**config.mk**
```make
export PLATFORM = sky130hd
export DESIGN_NAME = npc_gen
export DESIGN_NICKNAME = d
export VERILOG_FILES = /design/src/rtl/npc_pkg.sv /design/src/rtl/npc_branch_unit.sv /design/src/rtl/npc_jump_unit.sv /design/src/rtl/npc_select.sv /design/src/rtl/npc_gen.sv
export SDC_FILE = /design/constraint.sdc
export NUM_CORES = 1
export LEC_CHECK = 0
export ABC_AREA = 1
export BUFFER_PORTS_ARGS = -buffer_cell sky130_fd_sc_hd__buf_4
export CELL_PAD_IN_SITES_DETAIL_PLACEMENT = 1
export CELL_PAD_IN_SITES_GLOBAL_PLACEMENT = 1
export CORE_ASPECT_RATIO = 2
export CORE_MARGIN = 2
export CORE_UTILIZATION = 35
export DETAILED_ROUTE_END_ITERATION = 8
export PLACE_DENSITY_LB_ADDON = 0.1
export SLEW_MARGIN = 10
export SYNTH_ARGS = -nofsm -noshare
export SYNTH_HDL_FRONTEND = slang
export SYNTH_SLANG_ARGS = --single-unit
```
**constraint.sdc**
```tcl
create_clock -name clk -period 0.9 [get_ports clk]
set_clock_uncertainty 0.05 [all_clocks]
set_input_delay 0.27 -clock clk [delete_from_list [all_inputs] [get_ports clk]]
set_output_delay 0.27 -clock clk [all_outputs]
set_load 0.05 [all_outputs]
```
**src/rtl/npc_pkg.sv**
```systemverilog
`timescale 1ns/1ps
package npc_pkg;
    parameter int XLEN = 32;

    typedef enum logic [2:0] {
        CLS_SEQ  = 3'd0,
        CLS_BEQ  = 3'd1,
        CLS_BNE  = 3'd2,
        CLS_JABS = 3'd3,
        CLS_JREG = 3'd4
    } npc_cls_e;

    typedef struct packed {
        logic [XLEN-1:0] pc;
        logic            taken;
        logic            misalign;
    } npc_res_t;
endpackage

```
**src/rtl/npc_branch_unit.sv**
```systemverilog
`timescale 1ns/1ps
// Conditional branch: compare and PC-relative target.
module npc_branch_unit #(
    parameter int XLEN  = 32,
    parameter int OFF_W = 16
) (
    input  logic [XLEN-1:0]  pc_plus4,
    input  logic [OFF_W-1:0] offset,
    input  logic [XLEN-1:0]  op_a,
    input  logic [XLEN-1:0]  op_b,
    input  logic             want_ne,
    output logic [XLEN-1:0]  target,
    output logic             cond
);
    localparam int EXT_W = XLEN - OFF_W - 2;

    logic [XLEN-1:0] byte_off;
    logic            same;

    always_comb begin
        // word offset -> byte offset, sign preserved
        byte_off = {{EXT_W{offset[OFF_W-1]}}, offset, 2'b00};
        target   = pc_plus4 + byte_off;
        same     = (op_a == op_b);
        cond     = want_ne ? !same : same;
    end
endmodule

```
**src/rtl/npc_jump_unit.sv**
```systemverilog
`timescale 1ns/1ps
// Absolute segment jump and register jump targets.
module npc_jump_unit #(
    parameter int XLEN = 32,
    parameter int JF_W = 26
) (
    input  logic [XLEN-1:0] pc_plus4,
    input  logic [JF_W-1:0] jfield,
    input  logic [XLEN-1:0] reg_val,
    output logic [XLEN-1:0] abs_target,
    output logic [XLEN-1:0] reg_target,
    output logic            reg_misalign
);
    localparam int SEG_W = XLEN - JF_W - 2;

    always_comb begin
        abs_target   = {pc_plus4[XLEN-1 -: SEG_W], jfield, 2'b00};
        reg_target   = {reg_val[XLEN-1:2], 2'b00};
        reg_misalign = |reg_val[1:0];
    end
endmodule

```
**src/rtl/npc_select.sv**
```systemverilog
`timescale 1ns/1ps
// Chooses among sequential, branch and jump results by flow class.
module npc_select
    import npc_pkg::*;
#(
    parameter int XLEN = 32
) (
    input  logic [2:0]      cls,
    input  logic [XLEN-1:0] pc_plus4,
    input  logic [XLEN-1:0] br_target,
    input  logic            br_cond,
    input  logic [XLEN-1:0] abs_target,
    input  logic [XLEN-1:0] reg_target,
    input  logic            reg_misalign,
    output npc_res_t        res
);
    always_comb begin
        res.pc       = pc_plus4;
        res.taken    = 1'b0;
        res.misalign = 1'b0;
        case (cls)
            CLS_BEQ, CLS_BNE: begin
                if (br_cond) begin
                    res.pc    = br_target;
                    res.taken = 1'b1;
                end
            end
            CLS_JABS: begin
                res.pc    = abs_target;
                res.taken = 1'b1;
            end
            CLS_JREG: begin
                res.pc       = reg_target;
                res.taken    = 1'b1;
                res.misalign = reg_misalign;
            end
            default: ;
        endcase
    end
endmodule

```
**src/rtl/npc_gen.sv**
```systemverilog
`timescale 1ns/1ps
// Next-PC generator top: branch/jump units, selector, optional output stage.
module npc_gen
    import npc_pkg::*;
#(
    parameter int              JF_W     = 26,
    parameter int              OFF_W    = 16,
    parameter bit              REG_OUT  = 1'b1,
    parameter logic [XLEN-1:0] RESET_PC = '0
) (
    input  logic            clk,
    input  logic            rst_n,
    input  logic [XLEN-1:0] cur_pc,
    input  logic [JF_W-1:0] instr_field,
    input  logic [XLEN-1:0] jreg_val,
    input  logic [XLEN-1:0] cmp_a,
    input  logic [XLEN-1:0] cmp_b,
    input  logic [2:0]      flow_cls,
    output logic [XLEN-1:0] next_pc,
    output logic            redirect,
    output logic            misalign
);
    localparam logic [XLEN-1:0] INSN_BYTES = XLEN'(4);

    logic [XLEN-1:0] pc_plus4;
    logic [XLEN-1:0] br_target, abs_target, reg_target;
    logic            br_cond, reg_misalign, want_ne;
    npc_res_t        sel_res;
    npc_res_t        res_d, res_q;

    always_comb begin
        pc_plus4 = cur_pc + INSN_BYTES;
        want_ne  = (flow_cls == CLS_BNE);
    end

    npc_branch_unit #(.XLEN(XLEN), .OFF_W(OFF_W)) u_br (
        .pc_plus4 (pc_plus4),
        .offset   (instr_field[OFF_W-1:0]),
        .op_a     (cmp_a),
        .op_b     (cmp_b),
        .want_ne  (want_ne),
        .target   (br_target),
        .cond     (br_cond)
    );

    npc_jump_unit #(.XLEN(XLEN), .JF_W(JF_W)) u_jmp (
        .pc_plus4     (pc_plus4),
        .jfield       (instr_field),
        .reg_val      (jreg_val),
        .abs_target   (abs_target),
        .reg_target   (reg_target),
        .reg_misalign (reg_misalign)
    );

    npc_select #(.XLEN(XLEN)) u_sel (
        .cls          (flow_cls),
        .pc_plus4     (pc_plus4),
        .br_target    (br_target),
        .br_cond      (br_cond),
        .abs_target   (abs_target),
        .reg_target   (reg_target),
        .reg_misalign (reg_misalign),
        .res          (sel_res)
    );

    always_comb begin
        res_d = sel_res;
    end

    generate
        if (REG_OUT) begin : g_reg
            always_ff @(posedge clk or negedge rst_n) begin
                if (!rst_n) begin
                    res_q.pc       <= RESET_PC;
                    res_q.taken    <= 1'b0;
                    res_q.misalign <= 1'b0;
                end else begin
                    res_q <= res_d;
                end
            end
        end else begin : g_comb
            always_comb res_q = res_d;
        end
    endgenerate

    always_comb begin
        next_pc  = res_q.pc;
        redirect = res_q.taken;
        misalign = res_q.misalign;
    end
endmodule

```
==> impl_metrics.toml, run 1 <==
[logic_synthesis]
syn_area_per_cell_sq_um = 5.72
ys_warn_count = 0
yosysSeqAreaShare = 0.149
yosys.area.top_type = "nand2_1"
netlist_top_cells_area = "nand2_1 (24%), dfrtp_1 (15%), inv_1 (12%), nand3_1 (9.4%), ha_1 (7.5%)"
syn_nets = 1189
synthDominantCellAreaShare = 0.241
syn_area_sq_um = 5700
synth_cells = 995
ys_ff_latch = 34
yosysUniqueCellTypes = 33

[run_status]
lastStage = "global routing"
error_line = "[ERROR GRT-0116] Global routing finished with congestion. Check the congestion regions in the DRC Viewer."
status = "did not finish"

[clock_tree]
cts_buffers = 5
clk_path_buf_depth = 2
cts_sinks = 34
h-tree-depth = 2
root_buffer = "clkbuf_16"

[place]
dp.cells = 1542
placed_cell_area_sq_um = 9180
hpwl_um = 25100
port_buffers = 192
gp_congestion = 0.927

[floorplanning]
rows = 66
io_pins = 193
start_util = 0.354
die_w_um = 94.2
dieHeight_um = 184

[global_route]
grt-ovfl-total = 1
track_usage = 0.570
grt_pass1_vias = 11700
grt_start_max_net_pins = 31
grt_pass1_wl_um = 72400
## timing repair
action	in CTS
setup endpoints to repair	65
hold endpoints to repair	34
gates resized for setup	313
cloned	0
pin swaps	139
buffers inserted	33
hold buffers	1
## kinds of logic after synthesis
| group | Yosys count | synth area share |
|---|---|---|
| simple gates | 622 | 0.483 |
| buf+inv | 192 | 0.132 |
| xor+xnor | 59 | 0.0907 |
| compound gates | 53 | 0.0659 |
| fa+ha+maj | 35 | 0.0782 |
| flops | 34 | 0.149 |
## metrics by stage
step / worst slack, ps / hold slack (ps)
after floorplan: -1370 / -75.6
after global placement: -2200 / 41.8
after detailed placement: -2290 / 38.0
after CTS: -1660 / 159
## metal layers
metal  GRT usage  overflow
met5     0.00926         0
met2       0.863         1
met1       0.532         0
met3       0.256         0
met4       0.612         0
## cells in the mapped netlist
library cell,instances
a22o_1,24
xnor2_1,30
a21boi_0,1
nand3_4,2
nand4_1,11
buf_4,2
fa_1,1
nand2_4,1
inv_1,175
nand3_2,10
a21oi_1,15
xor2_1,29
nand3b_1,20
buf_2,3
nor3_4,1
nor2_1,89
clkbuf_1,7
ha_1,34
and2_1,1
nand3_1,107
a21o_1,2
inv_2,2
dfrtp_1,34
o21bai_1,5
nor3_1,6
nand2_1,365
nor2_4,2
buf_6,3
nor3b_1,1
o21ai_0,6
nand2_8,2
nand2_2,1
nor2_2,3
==> run 2: changes to the inputs <==
- CELL_PAD_IN_SITES_DETAIL_PLACEMENT: 1 -> not set
- CELL_PAD_IN_SITES_GLOBAL_PLACEMENT: 1 -> not set
- CORE_ASPECT_RATIO: 2 -> not set
- CORE_UTILIZATION: 35 -> 20
- PLACE_DENSITY_LB_ADDON: 0.1 -> 0.15
==> run 2 against run 1 <==
Effect of this change: the flow now finishes, with violations (negative setup slack); synthesized cell count unchanged; synthesized area unchanged.
==> impl_metrics.toml, run 2 <==
[global_route]
grt_start_max_net_pins = 35
track_usage = 0.180
grt_pass1_wl_um = 42300
antenna_found_initial = 0
grt_pass1_vias = 7592
grt-ovfl-total = 0

[layout]
fin_nets = 1600
drive_gt1_frac = 0.570
fill_cells = 2952
final_common_cell = "buf_4"
antenna_cells = 0
final_area_sq_um = 11600
layout_common_cells = "buf_4 (332), nand2_1 (250), inv_1 (128), nand2_2 (78), buf_6 (70)"
largest_register_ffs = 32
fin_cells = 1785
syn2layout_area_growth_pct = 104

[floorplanning]
start_util = 0.204
die_w_um = 173
fp.coreArea_sq_um = 27900
rows = 61
die-area_sq_um = 29800
dieHeight_um = 173
io_pins = 193

[place]
gp_congestion = 0.885
port_buffers = 192
hpwl_um = 22100
dp.cells = 1732
placed_cell_area_sq_um = 9520

[worst_setup_path]
arrival_ps = 2620
setup.worst_path.end_class = "flip-flop"
required_ps = 1030
startpoint_type = "input pin"
cp_max_fo = 3
path_class = "input pin to flip-flop"

[sta]
timing.fmax_ghz = 0.401
fin_ws_ps = -1590
setup_viol = 65
period_share = 2.77
holdWs_ps = 127
max_slew_margin = 0.712
period_minus_slack_ps = 2490
worstMarginPinSlew_ps = 431
hold_viol = 0
rsz0062_at_grt = "true"
slew_violations = 0

[clock_tree]
clk_path_buf_depth = 2
cts_buffers = 5
root_buffer = "clkbuf_16"
clk_pin_slew_ps = 60
h-tree-depth = 2
cts_sinks = 34
tritoncts = "yes"

[logic_synthesis]
synthDominantCellAreaShare = 0.241
async_flop_share = 1.00
ys_warn_count = 0
synth.most_common_cell = "nand2_1"
yosysSeqAreaShare = 0.149
yosysUniqueCellTypes = 33
syn_area_per_cell_sq_um = 5.72
synth_edf_count = 0
synth_flop_cell = "dfrtp_1"
syn_nets = 1189
synth_cells = 995
ys_ff_latch = 34
synth_common_cells = "nand2_1 (365), inv_1 (175), nand3_1 (107)"
yosys.area.top_type = "nand2_1"
netlist_top_cells_area = "nand2_1 (24%), dfrtp_1 (15%), inv_1 (12%), nand3_1 (9.4%), ha_1 (7.5%)"
syn_area_sq_um = 5700

[power]
vdd_drop_max_mv = 0.668
leakage_uw = 0.00584
power.density_nw_per_um2 = 891

[route]
route.detailed.drc = 0
wl_per_cell_um = 15.5
wirelength_um = 27700
ant_nets = 0
via_per_inst = 4.22
drtIter0Drc = 305
drt_first_pass_iters = 4
vias = 7525

[run_status]
status = "complete, but fails checks"
violations = "negative setup slack"

[flow_run]
drv_cap = 0

[hold_path]
hold_class = "input pin to flip-flop"
==> run 2: cell counts after synthesis <==
No cell type changed its count.
==> run 2: layout make-up <==
cell class	instances	area, sq um	area share
Timing Repair Buffer	416	3540	0.304
Clock inverter	1	5.00	0.000430
Inverter	177	679	0.0584
Clock buffer	7	143	0.0123
Tap cell	378	473	0.0406
Sequential cell	34	892	0.0766
Multi-Input combinational cell	772	5910	0.508
==> run 2: what timing repair did <==
action,CTS,global route
setup buffers,25,17
pin swaps,102,102
cloned,2,1
gates resized for setup,249,140
hold buffers,1,0
endpoints found under the hold margin,34,0
endpoints found under the setup margin,65,65
==> run 2: cells by family after synthesis <==
group	share of synthesized area
XOR/XNOR	0.0907
flip-flops	0.149
adder cells (fa/ha/maj)	0.0782
buffers and inverters	0.132
AND/OR/NAND/NOR	0.483
AO/OA/AOI/OAI	0.0659
==> run 2: layer usage <==
layer	share of wire	wire [um]	track usage
met1	0.47	13000	0.242
met2	0.48	13200	0.308
met3	0.042	1170	0.0303
met4	0.013	360	0.0318
met5	0	0	0
==> run 2: per-stage QoR <==
| stage | utilization | power [uW] | TNS [ps] | setup slack [ps] |
|---|---|---|---|---|
| after floorplan | - | 4610 | -34870 | -1370 |
| after global placement | 0.341 | 7130 | -55120 | -2190 |
| after detailed placement | 0.341 | 7120 | -54720 | -2150 |
| after CTS | 0.394 | 9950 | -49090 | -1570 |
| after global routing | 0.417 | 11000 | -53470 | -1740 |
| final | 0.417 | 10400 | -48970 | -1590 |
==> run 2: worst paths after layout <==
kind / startpoint / endpoint / slack [ps] / cells after the start
min in group asynchronous: rst_n / next_pc[4] / 410 / 3
worst max-delay path: cur_pc[2] / next_pc[29] / -1590 / 24
worst min-delay path: cur_pc[0] / next_pc[0] / 130 / 3
max in group asynchronous: rst_n / next_pc[24] / 140 / 3
==> run 2: power breakdown <==
part | internal (uW) | total, uW | switching [uW]
sequential | 1730 | 1830 | 99.8
clock | 1100 | 1920 | 816
combinational | 3080 | 6620 | 3540
total | 5920 | 10400 | 4450
==> run 2: worst max-delay path, cell delays in order <==
cell,delay (ps)
buf_8,90
ha_4,140
nand2_4,50
inv_4,60
nand3_2,70
inv_2,70
nand2_4,60
buf_6,120
nor2_4,140
xor2_2,240
ha_4,270
buf_6,120
nand2_2,50
nand2_2,60
inv_2,70
nand2_4,50
nand2_2,50
nand2_2,70
a21oi_2,170
nand3_1,90
nand2_1,80
nand2_1,70
nand3_1,70
nand3_1,70
Note: power is estimated with default switching activity, not from simulation.
